**config.mk**
```make
export PLATFORM = sky130hd
export DESIGN_NAME = tcam_lpm
export DESIGN_NICKNAME = d
export VERILOG_FILES = /design/src/rtl/tcam_pkg.sv /design/src/rtl/tcam_row.sv /design/src/rtl/tcam_prio.sv /design/src/rtl/tcam_lpm.sv
export SDC_FILE = /design/constraint.sdc
export NUM_CORES = 1
export LEC_CHECK = 0
export ABC_AREA = 1
export BUFFER_PORTS_ARGS = -buffer_cell sky130_fd_sc_hd__buf_2
export CAP_MARGIN = 10
export CORE_AREA = 10 10 120 122
export CTS_CLUSTER_SIZE = 40
export DETAILED_ROUTE_END_ITERATION = 8
export DIE_AREA = 0 0 130 132
export GPL_ROUTABILITY_DRIVEN = 0
export PLACE_DENSITY = 0.82
export SLEW_MARGIN = 15
export SYNTH_ARGS = -nofsm -noshare
export SYNTH_HDL_FRONTEND = slang
export SYNTH_HIERARCHICAL = 1
export SYNTH_SLANG_ARGS = --single-unit
```
**constraint.sdc**
```tcl
create_clock -name clk -period 3.7 [get_ports clk]
set_input_delay 0.185 -clock clk [delete_from_list [all_inputs] [get_ports clk]]
set_output_delay 0.185 -clock clk [all_outputs]
set_load 0.02 [all_outputs]
```
**src/rtl/tcam_pkg.sv**
```systemverilog
package tcam_pkg;
    typedef enum logic [1:0] {
        ST_IDLE = 2'd0,
        ST_HIT  = 2'd1,
        ST_MISS = 2'd2
    } rsp_state_e;
endpackage

```
**src/rtl/tcam_row.sv**
```systemverilog
module tcam_row #(
    parameter int KEY_W = 8,
    parameter int RES_W = 4
) (
    input  logic             clk,
    input  logic             rst_n,
    input  logic             wr_sel,
    input  logic             wr_valid,
    input  logic [KEY_W-1:0] wr_value,
    input  logic [KEY_W-1:0] wr_mask,
    input  logic [RES_W-1:0] wr_result,
    input  logic [KEY_W-1:0] key,
    output logic             match,
    output logic [RES_W-1:0] result
);
    logic             valid_q;
    logic [KEY_W-1:0] value_q;
    logic [KEY_W-1:0] mask_q;
    logic [RES_W-1:0] result_q;

    always_ff @(posedge clk) begin
        if (!rst_n) begin
            valid_q  <= 1'b0;
            value_q  <= '0;
            mask_q   <= '0;
            result_q <= '0;
        end else if (wr_sel) begin
            valid_q  <= wr_valid;
            value_q  <= wr_value;
            mask_q   <= wr_mask;
            result_q <= wr_result;
        end
    end

    // ternary compare: only masked-in bits must agree
    assign match  = valid_q && (((key ^ value_q) & mask_q) == '0);
    assign result = result_q;


    clear_row_chk: assert property (@(posedge clk) disable iff (!rst_n)
        (wr_sel && !wr_valid) |=> !match);
endmodule

```
**src/rtl/tcam_prio.sv**
```systemverilog
module tcam_prio #(
    parameter int N = 8,
    localparam int IDX_W = (N > 1) ? $clog2(N) : 1
) (
    input  logic [N-1:0]     req,
    output logic             any,
    output logic [IDX_W-1:0] idx,
    output logic [N-1:0]     grant
);
    always_comb begin
        idx   = '0;
        grant = '0;
        for (int i = N - 1; i >= 0; i--) begin
            if (req[i]) begin
                idx   = IDX_W'(i);
                grant = '0;
                grant[i] = 1'b1;
            end
        end
        any = |req;
    end


    always_comb begin
        single_grant_chk: assert ($onehot0(grant));
        grant_in_req_chk: assert ((grant & ~req) == '0);
    end
endmodule

```
**src/rtl/tcam_lpm.sv**
```systemverilog
module tcam_lpm #(
    parameter int KEY_W = 8,
    parameter int RES_W = 4,
    parameter int DEPTH = 8,
    localparam int IDX_W = (DEPTH > 1) ? $clog2(DEPTH) : 1
) (
    input  logic             clk,
    input  logic             rst_n,
    input  logic             wr_en,
    input  logic [IDX_W-1:0] wr_idx,
    input  logic             wr_valid,
    input  logic [KEY_W-1:0] wr_value,
    input  logic [KEY_W-1:0] wr_mask,
    input  logic [RES_W-1:0] wr_result,
    input  logic             srch_en,
    input  logic [KEY_W-1:0] srch_key,
    output logic             rsp_valid,
    output logic             rsp_hit,
    output logic [RES_W-1:0] rsp_result,
    output logic [IDX_W-1:0] rsp_index
);
    import tcam_pkg::*;

    logic [DEPTH-1:0] row_match;
    logic [DEPTH-1:0] row_grant;
    logic [RES_W-1:0] row_res [DEPTH];
    logic             any_match;
    logic [IDX_W-1:0] win_idx;
    logic [RES_W-1:0] win_res;

    rsp_state_e state_q, state_d;
    logic [RES_W-1:0] res_q;
    logic [IDX_W-1:0] idx_q;

    for (genvar g = 0; g < DEPTH; g++) begin : g_row
        tcam_row #(.KEY_W(KEY_W), .RES_W(RES_W)) row_i (
            .clk      (clk),
            .rst_n    (rst_n),
            .wr_sel   (wr_en && (wr_idx == IDX_W'(g))),
            .wr_valid (wr_valid),
            .wr_value (wr_value),
            .wr_mask  (wr_mask),
            .wr_result(wr_result),
            .key      (srch_key),
            .match    (row_match[g]),
            .result   (row_res[g])
        );
    end

    tcam_prio #(.N(DEPTH)) prio_i (
        .req  (row_match),
        .any  (any_match),
        .idx  (win_idx),
        .grant(row_grant)
    );

    // AND-OR select driven by the one-hot grant
    always_comb begin
        win_res = '0;
        for (int i = 0; i < DEPTH; i++) begin
            win_res = win_res | (row_res[i] & {RES_W{row_grant[i]}});
        end
    end

    always_comb begin
        unique case (state_q)
            ST_IDLE, ST_HIT, ST_MISS: begin
                if (!srch_en)       state_d = ST_IDLE;
                else if (any_match) state_d = ST_HIT;
                else                state_d = ST_MISS;
            end
            default: state_d = ST_IDLE;
        endcase
    end

    // state register
    always_ff @(posedge clk) begin
        if (!rst_n) state_q <= ST_IDLE;
        else        state_q <= state_d;
    end

    // output registers
    always_ff @(posedge clk) begin
        if (!rst_n) begin
            res_q <= '0;
            idx_q <= '0;
        end else begin
            unique case (state_d)
                ST_HIT: begin
                    res_q <= win_res;
                    idx_q <= win_idx;
                end
                default: begin
                    res_q <= '0;
                    idx_q <= '0;
                end
            endcase
        end
    end

    assign rsp_valid  = (state_q != ST_IDLE);
    assign rsp_hit    = (state_q == ST_HIT);
    assign rsp_result = res_q;
    assign rsp_index  = idx_q;


    rsp_follows_req_chk: assert property (@(posedge clk) disable iff (!rst_n)
        srch_en |=> rsp_valid);

    no_req_no_rsp_chk: assert property (@(posedge clk) disable iff (!rst_n)
        !srch_en |=> !rsp_valid);

    idle_quiet_chk: assert property (@(posedge clk) disable iff (!rst_n)
        !rsp_valid |-> (!rsp_hit && rsp_result == '0));

    miss_zero_chk: assert property (@(posedge clk) disable iff (!rst_n)
        (rsp_valid && !rsp_hit) |-> (rsp_result == '0 && rsp_index == '0));
endmodule

```
; Word level (Yosys, flattened, before mapping)
; Index checks and enable logic that the tools add are counted.
[classes]
eq_ne = 10
mux = 18
bitwise = 33
n_reduce_logical = 33
[op_table]
columns = op, count
row1 = 8-bit bitwise AND, 8
row2 = 8-bit logical NOT, 8
row3 = 8-bit two-way mux, 8
row4 = 8-bit XOR, 8
row5 = 4-bit bitwise AND, 8
row6 = 4-bit bitwise OR, 7
row7 = 1-bit logical AND, 16
row8 = 3-bit equality test (second input constant), 4
row9 = 3-bit two-way mux, 4
row10 = 2-bit two-way mux, 5
row11 = 8-bit OR reduction, 1
row12 = 3-bit by 2-bit equality test with 1-bit output (second input constant), 2
row13 = 3-bit OR reduction, 2
row14 = 6-bit OR reduction, 1
row15 = 2-bit by 1-bit equality test with 1-bit output (second input constant), 2
row16 = 4-bit OR reduction, 1
row17 = 3-bit by 1-bit equality test with 1-bit output (second input constant), 1
row18 = 3-bit logical NOT, 1
row19 = 2-bit equality test (second input constant), 1
row20 = 2-bit logical NOT, 1
row21 = 1-bit NOT, 2
row22 = 2-bit AND reduction, 1
row23 = 2-bit nonzero test, 1
row24 = 1-bit two-way mux, 1
[totals]
regBits = 177
in_bits = 36
output_inout_bits = 9
elab_cells = 131

; Logic depth before layout (Yosys ltp)
[depth]
ltp_word = 20
mapped_depth = 13
mapped_depth_nobuf = 13

; Hierarchy
; Netlist, hierarchy kept.
[modules_own_cells]
columns = module, instances, cells_each, area_per_inst_um2, seq_area_each_um2
row1 = tcam_row, 8, 124, 863.3, 420.4
row2 = tcam_lpm, 1, 102, 553.0, 180.2
row3 = tcam_prio, 1, 32, 190.2, 0.0

; Worst setup path after synthesis
; Ideal clock, no wire load.
[synth_path]
path_type = register to register
start = register g_row[0].row_i.value_q[3]
end = register res_q[0], in the netlist rsp_result[0]
setup_ns = 0.117
arrival_time_ns = 1.376
required_ns = 3.583
slack_ns = 2.206
stages_incl_launch_ff = 12
path_buffers = 0
synth_period_minus_slack_ns = 1.494
path_cell_list = dfxtp_1 or2_0 nand3_1 nand3_1 nor2_1 nor2_4 nand2_4 nor2_1 nand2_1 nand2_1 nor2_1 a21oi_1
[synth_between]
word_cells_on_any_way = 26
cone_classes = eq/ne: 1 / mux: 4 / bitwise: 17 / reduce/logical: 4
[synth_lines]
columns = element, line
row1 = from (decl), tcam_row.sv:17  ; logic [KEY_W-1:0] value_q;
row2 = from (signal assigned), tcam_row.sv:29  ; value_q <= wr_value;
row3 = 8-bit XOR, tcam_row.sv:36  ; assign match = valid_q && (((key ^ value_q) & mask_q) == '0);
row4 = 8-bit bitwise AND, tcam_row.sv:36
row5 = 8-bit logical NOT, tcam_row.sv:36
row6 = 1-bit logical AND, tcam_row.sv:36
row7 = named net row_match[0], tcam_lpm.sv:24  ; logic [DEPTH-1:0] row_match;
row8 = 8-bit two-way mux, tcam_prio.sv:14  ; if (req[i]) begin
row9 = named net row_grant[4], tcam_lpm.sv:25  ; logic [DEPTH-1:0] row_grant;
row10 = 4-bit bitwise AND, tcam_lpm.sv:61  ; win_res = win_res | (row_res[i] & {RES_W{row_grant[i]}});
row11 = 4-bit bitwise OR (4 in a row), tcam_lpm.sv:61
row12 = to (signal assigned), tcam_lpm.sv:90  ; res_q <= win_res;
row13 = to (decl), tcam_lpm.sv:32  ; logic [RES_W-1:0] res_q;
; The timed path passes the listed nets, and every way through them passes these cells.
; A chain may end at the register's enable or synchronous reset.

; Worst setup path in the final report
[layout_path]
start = register g_row[2].row_i.value_q[2]
end = register res_q[3], in the netlist rsp_result[3]
[layout_between]
word_cells_on_any_way = 28
cone_classes = eq/ne: 1 / mux: 6 / bitwise: 17 / reduce/logical: 4
[layout_lines]
columns = element, line
row1 = from (decl), tcam_row.sv:17
row2 = from (signal assigned), tcam_row.sv:29
row3 = 8-bit XOR, tcam_row.sv:36
row4 = 8-bit bitwise AND, tcam_row.sv:36
row5 = 8-bit logical NOT, tcam_row.sv:36
row6 = 1-bit logical AND, tcam_row.sv:36
row7 = named net row_match[2], tcam_lpm.sv:24
row8 = 8-bit two-way mux (3 in a row), tcam_prio.sv:14
row9 = named net row_grant[2], tcam_lpm.sv:25
row10 = 4-bit bitwise AND, tcam_lpm.sv:61
row11 = 4-bit bitwise OR (6 in a row), tcam_lpm.sv:61
; The timed path passes the listed nets, and every way through them passes these cells.

==> impl_metrics.yaml <==
sta:
  final_hold_viol_count: 0
  slew_headroom: 0.3314
  fin_setup_tns_ps: 0
  finalCriticalPeriod_ps: 1960
  rsz0062_at_grt: "false"
  setup_slack_ps: 1740
  fin_crit_sh: 0.5296
  max_freq_mhz: 510.3
  finalSetupViolations: 0
  slew_violations: 0
  worst_pin_slew_ps: 1002
  clock_skew_ps: 3.824
route:
  vias: 7223
  drc_errors: 0
  drtAntennaViolNets: 0
  wire_per_inst_um: 15.92
  dr.pass1.iters: 6
  viasPerCell: 5.505
  postRouteWirelength_um: 20890
  dr.first_iter.drc_count: 835
yosys:
  synth_most_common_cell: "nor2_1"
  synth_edf_count: 0
  synthTopCellsByArea: "dfxtp_1 (46%), nor2_1 (23%), o21ai_0 (11%)"
  syn_area_um2: 7650
  synthTopCellsByCount: "nor2_1 (459), dfxtp_1 (177), o21ai_0 (168)"
  synth-async-reset-ratio: 0
  seq_area_frac_synth: 0.4632
  synth_area_leader_cell: "dfxtp_1"
  synth_cells: 1126
  ys_ff_latch: 177
  syn_area_per_cell_um2: 6.794
  synth_cell_type_count: 22
  synth_top_cell_area_share: 0.4632
  ys_warn_count: 6
  syn_nets: 1162
  synth_ff_type: "dfxtp_1"
global_route:
  grt.overflow.total: 0
  grt_first_pass_wirelength_um: 33110
  grt_max_degree: 61
  grt_pass1_vias: 6317
  grt_usage: 0.2430
  grt_antenna_before_repair: 1
power:
  p_total_uw: 4004
  vdd.ir_drop.worst_uv: 288.6
  p_leak_uw: 0.003841
  power_density_nw_per_um2: 476.5
placement:
  place_area_um2: 7859
  io_buffer_count: 44
  dp_hpwl_um: 13210
  dpl_worst_slack_ps: 1661
cells_and_area:
  area_growth_pct: 9.846
  n_antenna_cell: 0
  drive_gt1_frac: 0.08326
  seq_area_um2: 3543
  multi_input_area_um2: 3699
  layout.nets: 1188
  fin_area_um2: 8403
  nFillCells: 1010
critical_path:
  critical_path_class: "reg2reg"
  cp-start-kind: "register"
  cp_data_required_time_ps: 4060
  regToRegStartpoint: "g_row[2].row_i/value_q[2]"
  cp_data_arrival_time_ps: 2320
  critPathMaxFanout: 4
  end_kind: "register"
  crit_start: "g_row[2].row_i/value_q[2]"
cts:
  cts_root_buf: "clkbuf_16"
  hold_buffers: 0
  clkLatencyLatePin_ps: 430
  cts_tree: "yes"
  htreeDepth: 4
  path_clk_slew_ps: 60
  cts_resized: 0
  cts_buffers: 17
  cts.sink_count: 177
  postCtsSetupBuffers: 0
  cts_buffer_depth: 2
floorplanning:
  core_um2: 11910
  die_w_um: 130
  io_pins: 45
  initial_core_util: 0.6422
  die_y_um: 132
  die-area_um2: 17160
  num_rows: 40
min_path:
  worstHoldStart: "srch_en"
  hold_path_class: "in2reg"
outcome:
  status: "finished, final reports clean"
run:
  max_cap_violations: 0
[worst max-delay path, cell delays in order (launching register included)]
cell and delay, ps:
dfxtp_1 340, nand2_1 50, nand2_1 60, nor2_1 40
nor2_1 190, nand3_1 140, nor2_1 280, inv_1 120
nor2_1 290, nand2_1 110, nand2_1 100, nor2_1 50
a21oi_1 110
[state kept, by name, indices dropped and copies added (netlist names)]
signal               count
state_q                  2
g_row.row_i/value_q     64
rsp_result               4
g_row.row_i/mask_q      64
rsp_index                3
g_row.row_i/valid_q      8
g_row.row_i/result      32
[kinds of logic (layout without fill, tap and decap cells)]
family | count (synthesis) | after routing | share of synthesized area
AOI/OAI and AO/OA | 183 | 183 | 0.1197
and+or+nand+nor | 669 | 669 | 0.3454
DFF | 177 | 177 | 0.4632
xor gates and xnor gates | 16 | 16 | 0.01832
buffers and inverters | 81 | 120 | 0.05332
[report_power, final]
group | total [uW] | switching (uW) | internal [uW]
sequential | 2010 | 35.6 | 1970
combinational | 319 | 223 | 95.6
clock | 1680 | 703 | 975
[final cells by class]
type	count	area share
multi-input cells	868	0.4401
clock buffers	26	0.05822
clock inverters	6	0.006552
inverters	32	0.01429
flip-flops and latches	177	0.4217
repair buffers	56	0.03722
well taps	147	0.02189
[path summary, 6_finish.rpt]
kind                                 end  depth (start not counted)  slack (ps)
hold reg to reg   g_row[0].row_i/valid_q                          2         460
setup / recovery           rsp_result[3]                         12        1740
hold / removal                state_q[1]                          5          80
setup reg to reg           rsp_result[3]                         12        1740
[layer usage]
layer,wire (um),part of all wire,GRT usage,up-vias
li1,-,-,-,3592
met1,9183,0.44,0.3330,3299
met2,9675,0.46,0.3691,297
met3,1645,0.079,0.05149,33
met4,372,0.018,0.08125,2
met5,8,0.00038,0,-
[stage by stage]
stage | util | instances | hold slack, ps
2_1_floorplan | - | 1126 | 319.9
5_1_grt | 0.7055 | 1312 | 118.4
3_3_place_gp | 0.6598 | 1280 | 443.6
6_report | 0.7055 | 1312 | 78.71
3_5_place_dp | 0.6598 | 1280 | 450.5
4_1_cts | 0.7055 | 1312 | 69.02
[cell usage in the layout (no fill, tap or decap), types with 2 or more instances in the layout]
master       n
clkbuf_1     6
a21oi_1     15
clkinv_2     5
nand3_1     24
or2_0        8
o21ai_0    168
nor2_1     459
nand2_1    165
nor2_4       3
dfxtp_1    177
buf_4       13
xor2_1      16
clkbuf_16   17
inv_1       30
clkbuf_8     3
inv_2        2
buf_2       43
nor3_2       3
(Power assumes the default switching activity.)
